**config.mk**
```make
export PLATFORM = sky130hd
export DESIGN_NAME = spd_phy_cfg_ctrl
export DESIGN_NICKNAME = d
export VERILOG_FILES = /design/src/rtl/spd_phy_pkg.sv /design/src/rtl/spd_req_tracker.sv /design/src/rtl/spd_mode_rules.sv /design/src/rtl/spd_seq_engine.sv /design/src/rtl/spd_phy_cfg_ctrl.sv
export SDC_FILE = /design/constraint.sdc
export NUM_CORES = 1
export LEC_CHECK = 0
export ABC_AREA = 1
export BUFFER_PORTS_ARGS = -buffer_cell sky130_fd_sc_hd__buf_2
export CORE_MARGIN = 8
export CORE_UTILIZATION = 45
export DETAILED_ROUTE_END_ITERATION = 8
export PLACE_DENSITY = 0.72
export SLEW_MARGIN = 20
export SYNTH_ARGS = -nofsm -noshare
export SYNTH_HDL_FRONTEND = slang
export SYNTH_SLANG_ARGS = --single-unit
```
**constraint.sdc**
```tcl
create_clock -name clk -period 4.8 [get_ports clk]
set_clock_uncertainty 0.2 [all_clocks]
set_input_delay 0.48 -clock clk [delete_from_list [all_inputs] [get_ports clk]]
set_output_delay 0.48 -clock clk [all_outputs]
set_load 0.05 [all_outputs]
```
**src/rtl/spd_phy_pkg.sv**
```systemverilog
// Shared types and field positions for the speed-mode PHY configuration controller.
// Assumes a 32-bit function-control word whose double-rate and async fields sit at
// the positions below; the PHY decodes these positions.
package spd_phy_pkg;

    localparam int FUNC_W       = 32;
    localparam int DQ_LANES     = 8;
    localparam int DQ_DDR_LSB   = 8;
    localparam int CMD_DDR_BIT  = 16;
    localparam int DQ_ASYNC_BIT = 4;
    localparam int MODE_W       = 4;

    typedef enum logic [MODE_W-1:0] {
        SPD_LEGACY = 4'd0,
        SPD_MMC_HS = 4'd1,
        SPD_SD_HS  = 4'd2,
        SPD_SDR12  = 4'd3,
        SPD_SDR25  = 4'd4,
        SPD_SDR50  = 4'd5,
        SPD_SDR104 = 4'd6,
        SPD_DDR50  = 4'd7,
        SPD_DDR52  = 4'd8,
        SPD_HS200  = 4'd9,
        SPD_HS400  = 4'd10
    } spd_mode_e;

    typedef enum logic [2:0] {
        ST_IDLE,
        ST_SET_SDIO,
        ST_SLOW_CHECK,
        ST_CLK_OFF,
        ST_WRITE_FUNC,
        ST_CLK_ON,
        ST_INIT_REQ,
        ST_WAIT_DONE
    } seq_state_e;

    typedef struct packed {
        logic [MODE_W-1:0] mode;
        logic              clk_high;
        logic              sdio_card;
        logic              slow_ok;
    } phy_req_t;

    // Build a function-control word from the three mode-dependent controls.
    function automatic logic [FUNC_W-1:0] func_word(input logic dq_ddr,
                                                    input logic cmd_ddr,
                                                    input logic dq_async);
        logic [FUNC_W-1:0] w;
        w = '0;
        for (int i = 0; i < DQ_LANES; i++) begin
            w[DQ_DDR_LSB + i] = dq_ddr;
        end
        w[CMD_DDR_BIT]  = cmd_ddr;
        w[DQ_ASYNC_BIT] = dq_async;
        return w;
    endfunction

    localparam logic [FUNC_W-1:0] FUNC_RESET = func_word(1'b0, 1'b0, 1'b1);

endpackage

```
**src/rtl/spd_req_tracker.sv**
```systemverilog
// Remembers the last applied rate class, bus width and mode code and decides
// whether a strobe starts a new sequence. Assumes the sequencer takes the start
// pulse in the same cycle it is raised (only while idle). A zero rate class only
// clears the remembered rate, so any later non-zero rate never matches it.
module spd_req_tracker #(
    parameter int RATE_W = 8,
    parameter int BW_W   = 2,
    parameter int MODE_W = 4
) (
    input  logic              clk,
    input  logic              rst_n,
    input  logic              strobe,
    input  logic              idle,
    input  logic [RATE_W-1:0] rate,
    input  logic [BW_W-1:0]   width,
    input  logic [MODE_W-1:0] mode,
    output logic              start
);

    logic [RATE_W-1:0] last_rate;
    logic [BW_W-1:0]   last_width;
    logic [MODE_W-1:0] last_mode;
    logic              rate_zero;
    logic              same_req;
    logic              take;

    // Classify the presented request against the remembered one.
    always_comb begin
        rate_zero = (rate == '0);
        same_req  = (rate == last_rate) && (width == last_width) && (mode == last_mode);
        take      = strobe && idle;
        start     = take && !rate_zero && !same_req;
    end

    // Update the record when a sequence starts or the clock is reported stopped.
    always_ff @(posedge clk) begin
        if (!rst_n) begin
            last_rate  <= '0;
            last_width <= '0;
            last_mode  <= '0;
        end else if (take && rate_zero) begin
            last_rate <= '0;
        end else if (start) begin
            last_rate  <= rate;
            last_width <= width;
            last_mode  <= mode;
        end
    end

endmodule

```
**src/rtl/spd_mode_rules.sv**
```systemverilog
// Pure decode of a latched request: slow-mode decision, legacy flag and the
// function-control word the mode calls for. Assumes clk_high means above 52 MHz.
module spd_mode_rules
    import spd_phy_pkg::*;
(
    input  phy_req_t          req,
    output logic              slow_want,
    output logic              is_legacy,
    output logic [FUNC_W-1:0] func_target
);

    logic single_low;

    // Slow-mode rule: never above 52 MHz, board choice in legacy, card type in low single-rate modes.
    always_comb begin
        is_legacy  = (req.mode == SPD_LEGACY);
        single_low = (req.mode == SPD_MMC_HS) || (req.mode == SPD_SD_HS) ||
                     (req.mode == SPD_SDR12)  || (req.mode == SPD_SDR25);
        if (req.clk_high) begin
            slow_want = 1'b0;
        end else if (is_legacy) begin
            slow_want = req.slow_ok;
        end else if (single_low) begin
            slow_want = req.sdio_card || req.slow_ok;
        end else begin
            slow_want = 1'b0;
        end
    end

    // Function-control word per mode: strobe-sampled HS400, async double-rate, or single-rate.
    always_comb begin
        case (req.mode)
            SPD_HS400:            func_target = func_word(1'b1, 1'b1, 1'b0);
            SPD_DDR50, SPD_DDR52: func_target = func_word(1'b1, 1'b1, 1'b1);
            default:              func_target = func_word(1'b0, 1'b0, 1'b1);
        endcase
    end

endmodule

```
**src/rtl/spd_seq_engine.sv**
```systemverilog
// Reconfiguration state machine. Latches the request on start, sets SDIO mode,
// applies the slow-mode rule, gates the card clock around the function-control
// write, then pulses the init request and waits for the init sequencer.
// Assumes init_done is only meaningful after init_req has been pulsed.
module spd_seq_engine
    import spd_phy_pkg::*;
(
    input  logic              clk,
    input  logic              rst_n,
    input  logic              start,
    input  phy_req_t          req_in,
    input  logic              init_done,
    output logic [FUNC_W-1:0] func_ctrl,
    output logic              slow_mode,
    output logic              sdio_mode,
    output logic              card_clk_en,
    output logic              init_req,
    output logic              busy
);

    seq_state_e        state;
    phy_req_t          req_q;
    logic              slow_want;
    logic              is_legacy;
    logic [FUNC_W-1:0] func_target;

    spd_mode_rules u_rules (
        .req         (req_q),
        .slow_want   (slow_want),
        .is_legacy   (is_legacy),
        .func_target (func_target)
    );

    // Status decode straight from the state.
    always_comb begin
        busy     = (state != ST_IDLE);
        init_req = (state == ST_INIT_REQ);
    end

    // Sequence the reconfiguration steps and update the PHY-facing registers.
    always_ff @(posedge clk) begin
        if (!rst_n) begin
            state       <= ST_IDLE;
            req_q       <= '0;
            sdio_mode   <= 1'b0;
            slow_mode   <= 1'b0;
            func_ctrl   <= FUNC_RESET;
            card_clk_en <= 1'b1;
        end else begin
            case (state)
                ST_IDLE: begin
                    if (start) begin
                        req_q <= req_in;
                        state <= (req_in.mode == SPD_LEGACY) ? ST_SLOW_CHECK : ST_SET_SDIO;
                    end
                end
                ST_SET_SDIO: begin
                    sdio_mode <= req_q.sdio_card;
                    state     <= ST_SLOW_CHECK;
                end
                ST_SLOW_CHECK: begin
                    slow_mode <= slow_want;
                    state     <= (slow_want || is_legacy) ? ST_INIT_REQ : ST_CLK_OFF;
                end
                ST_CLK_OFF: begin
                    card_clk_en <= 1'b0;
                    state       <= ST_WRITE_FUNC;
                end
                ST_WRITE_FUNC: begin
                    func_ctrl <= func_target;
                    state     <= ST_CLK_ON;
                end
                ST_CLK_ON: begin
                    card_clk_en <= 1'b1;
                    state       <= ST_INIT_REQ;
                end
                ST_INIT_REQ: begin
                    state <= ST_WAIT_DONE;
                end
                ST_WAIT_DONE: begin
                    if (init_done) begin
                        state <= ST_IDLE;
                    end
                end
                default: state <= ST_IDLE;
            endcase
        end
    end

endmodule

```
**src/rtl/spd_phy_cfg_ctrl.sv**
```systemverilog
// Top of the speed-mode PHY configuration controller. Packs the request inputs,
// filters repeated or clock-stopped strobes, and runs the reconfiguration engine.
// Assumes all inputs are synchronous to clk and held stable while cfg_strobe is high.
module spd_phy_cfg_ctrl
    import spd_phy_pkg::*;
#(
    parameter int RATE_W = 8,
    parameter int BW_W   = 2
) (
    input  logic              clk,
    input  logic              rst_n,
    input  logic [MODE_W-1:0] mode_code,
    input  logic              clk_high,
    input  logic              sdio_card,
    input  logic              slow_ok,
    input  logic [RATE_W-1:0] rate_class,
    input  logic [BW_W-1:0]   bus_width,
    input  logic              cfg_strobe,
    input  logic              init_done,
    output logic [FUNC_W-1:0] func_ctrl,
    output logic              slow_mode,
    output logic              sdio_mode,
    output logic              card_clk_en,
    output logic              init_req,
    output logic              busy
);

    phy_req_t req_in;
    logic     start;

    // Gather the request fields into one bundle.
    always_comb begin
        req_in.mode      = mode_code;
        req_in.clk_high  = clk_high;
        req_in.sdio_card = sdio_card;
        req_in.slow_ok   = slow_ok;
    end

    spd_req_tracker #(
        .RATE_W (RATE_W),
        .BW_W   (BW_W),
        .MODE_W (MODE_W)
    ) u_track (
        .clk    (clk),
        .rst_n  (rst_n),
        .strobe (cfg_strobe),
        .idle   (!busy),
        .rate   (rate_class),
        .width  (bus_width),
        .mode   (mode_code),
        .start  (start)
    );

    spd_seq_engine u_seq (
        .clk         (clk),
        .rst_n       (rst_n),
        .start       (start),
        .req_in      (req_in),
        .init_done   (init_done),
        .func_ctrl   (func_ctrl),
        .slow_mode   (slow_mode),
        .sdio_mode   (sdio_mode),
        .card_clk_en (card_clk_en),
        .init_req    (init_req),
        .busy        (busy)
    );

endmodule

```
==> results.toml <==
[clock_tree]
clkTransAtPathRegs_ns = 0.06
worst_skew_pair.late_latency_ns = 0.28
cts.sinks = 29
tritoncts = "built"
root_buffer_cell = "sky130_fd_sc_hd__clkbuf_8"
cts_htree_levels = 2
max-clock-path-buffers = 2
cts_setup_buffers = 0
cts_resized = 0
cts_inserted_buffers = 5
cts_hold_buffers = 0

[placement]
gp_congestion = 0.801
detailedPlace.worstSlack_ns = 2.62
detailed_place_hpwl_um = 3080
io_buffer_count = 35

[worst_setup_path]
rr_startpoint = "u_seq.state[0]"
timing.critical_path.arrival_ns = 1.40
timing.critical_path.slowest_stage_cell = "sky130_fd_sc_hd__dfxtp_1"
cp_slowest_stage_delay_ns = 0.38
timing.setup.critical_path_class = "register to output pin"
rr_worst_depth = 10
crit_chain = "inv_1 > ha_1 > inv_2 > nor2_4 > inv_1 > buf_2"
worst_path_most_repeated_cell = "sky130_fd_sc_hd__inv_1"
timing.reg2reg.setup_slack_ns = 2.75
critical_path.endpoint_type = "output pin"
path_max_fanout = 4
rr_endpoint = "u_seq.req_q[5]"
crit_family = "buffers and inverters"
critPathLaunchType = "register"
worst-path-buf-inv = 4
required_ns = 4.12

[timing]
rsz0062_at_grt = "no"
period_needed_ns = 2.08
fin_setup_tns_ns = 0
relSlewSlack = 0.621
hold_ws_ns = 0.258
max_slew.worst_pin.slew_ns = 0.569
final_max_slew_viol_count = 0
report.final.hold_viol_count = 0
min_period_over_period = 0.434
finalSetupViolations = 0
fmax_mhz = 480
post-route-worst-setup-slack_ns = 2.72

[hold_path]
worst_hold_path.endpoint = "u_seq.req_q[1]"
hold_start = "sdio_card"
hold_path_class = "primary input to register"
hold_depth = 3

[floorplan]
ios = 58
core_area_sq_um = 4000
floorplan.initialDensity = 0.469
core.rowCount = 23
fp.dieW_um = 80.6
design.die.area_sq_um = 6490
die_y_um = 80.6

[synthesis]
post_synth_most_frequent_cells = "sky130_fd_sc_hd__nand2_1 (72), sky130_fd_sc_hd__inv_1 (38), sky130_fd_sc_hd__buf_4 (31)"
syn-mean-instance-area_sq_um = 6.78
most_area_consuming_cells_after_synthesis = "sky130_fd_sc_hd__dfxtp_1 (31%), sky130_fd_sc_hd__nand2_1 (14%), sky130_fd_sc_hd__buf_4 (12%)"
synth_edf_count = 0
synth-seq-area-share = 0.309
synth_cell_types = 27
synthDominantCellAreaShare = 0.309
yosysWarningCount = 0
post-synth-top-area-cell = "sky130_fd_sc_hd__dfxtp_1"
number_of_storage_elements_in_the_synthesis_netlist = 29
ys.flop_type = "sky130_fd_sc_hd__dfxtp_1"
synth_cells = 277
netlist_area_sq_um = 1880
synth_async_sr_flop_share = 0
synth_most_common_cell = "sky130_fd_sc_hd__nand2_1"

[power]
cell_internal_pwr_mw = 0.536
sw_frac_of_total = 0.434
p_sw_mw = 0.411
share_seq_of_total_power = 0.343
power.ir.vdd_worst_uv = 171
p_total_mw = 0.947
pwr-share-comb = 0.422
static-leakage-power_nw = 1.05
total_power_density_per_cell_area_nw_per_um2 = 469
clockPowerShare = 0.235

[global_routing]
combined_global_route_utilization_of_all_metal_layers = 0.122
grt_max_degree = 36
grt_overflow_total = 0
first_global_vias = 1456
antenna_found_initial = 0
grt_first_pass_wirelength_um = 6320

[drt]
via_cell_ratio = 4.46
drt_iter0_drc = 63
mean_routed_wirelength_per_cell_um = 10.9
dr.pass1.iters = 4
drc = 0
drt-total-wl_um = 3870
drt.antenna.violating_nets = 0
route.vias.total = 1582

[final_layout]
final_nets = 329
final_core_utilization = 0.505
post_route_cells_drive_above_1_share = 0.226
area_delta_synth_final_pct = 7.67
antenna-diode-count = 0
layout_filler_cell_count = 414

[job]
cap_violations = 0

[status]
result_of_the_run = "finished, final reports clean"
[worst register-to-register path, cell delays in order (launching register included)]
cell and delay, ns:
sky130_fd_sc_hd__dfxtp_1 0.34, sky130_fd_sc_hd__inv_1 0.09, sky130_fd_sc_hd__ha_1 0.20, sky130_fd_sc_hd__inv_2 0.06, sky130_fd_sc_hd__nor2_4 0.12, sky130_fd_sc_hd__nand2_2 0.11, sky130_fd_sc_hd__nor2_2 0.16, sky130_fd_sc_hd__nand2_4 0.25
sky130_fd_sc_hd__inv_1 0.23, sky130_fd_sc_hd__nand2_1 0.10, sky130_fd_sc_hd__a21oi_1 0.13
[logic make-up after synthesis]
family | after synthesis | synth area share
buffers and inverters | 83 | 0.240
AOI/OAI and AO/OA | 39 | 0.151
other | 1 | 0.00200
DFF | 29 | 0.309
adders and majority gates | 4 | 0.0267
and+or+nand+nor | 121 | 0.271
[worst max path at each step]
stage	from	to	slack [ns]	cells after the start
after floorplan	u_seq.state[0]	busy	3.07	5
after CTS	u_seq.state[0]	busy	2.70	6
after global routing	u_seq.state[0]	u_seq.req_q[6]	2.55	10
final	u_seq.state[0]	busy	2.72	6
after global placement	mode_code[1]	u_track.last_mode[0]	2.67	12
after detailed placement	mode_code[1]	u_seq.req_q[5]	2.62	12
[registers in the layout, indices dropped and copies added (netlist names)]
name / count
u_track.last_width: 2
u_track.last_rate: 8
u_seq.sdio_mode: 1
u_seq.req_q: 7
u_track.last_mode: 4
u_seq.slow_mode: 1
u_seq.func_ctrl: 2
u_seq.state: 3
u_seq.card_clk_en: 1
[cell type report]
class	instances	area, sq um	area share
Inverter	47	176	0.0873
Clock buffer	7	96.3	0.0477
Timing Repair Buffer	35	175	0.0867
Clock inverter	1	5.00	0.00248
Multi-Input combinational cell	186	925	0.458
Tap cell	50	62.6	0.0310
Sequential cell	29	581	0.287
[routing by layer]
layer | GRT usage | routed length, um | up-vias
met5 | 0 | 0 | -
met4 | 0.0509 | 55 | 0
met3 | 0.0435 | 315 | 6
met2 | 0.207 | 1810 | 37
met1 | 0.134 | 1690 | 676
li1 | - | - | 863
[per-stage QoR]
step / area [sq um] / std cells
4_1_cts: 2020 / 355
3_3_place_gp: 1920 / 347
6_report: 2020 / 355
3_5_place_dp: 1920 / 347
5_1_grt: 2020 / 355
2_1_floorplan: 1960 / 298
[power by group through the flow]
stage          registers [mW]  logic [mW]  clock network, mW
2_1_floorplan           0.342       0.350                  0
3_3_place_gp            0.329       0.395                  0
3_5_place_dp            0.329       0.401                  0
4_1_cts                 0.324       0.403              0.227
5_1_grt                 0.332       0.444              0.237
6_report                0.324       0.400              0.223
[cell usage in the layout (no fill, tap or decap), types with 7 or more instances in the layout]
master and count:
sky130_fd_sc_hd__inv_1 38, sky130_fd_sc_hd__nand2_1 72, sky130_fd_sc_hd__nand3_1 7, sky130_fd_sc_hd__dfxtp_1 29, sky130_fd_sc_hd__inv_2 9, sky130_fd_sc_hd__buf_2 35
sky130_fd_sc_hd__a211oi_2 8, sky130_fd_sc_hd__conb_1 22, sky130_fd_sc_hd__clkbuf_8 7, sky130_fd_sc_hd__a21oi_1 16, sky130_fd_sc_hd__nor2_1 27
Power figures use the tool's default switching activity.
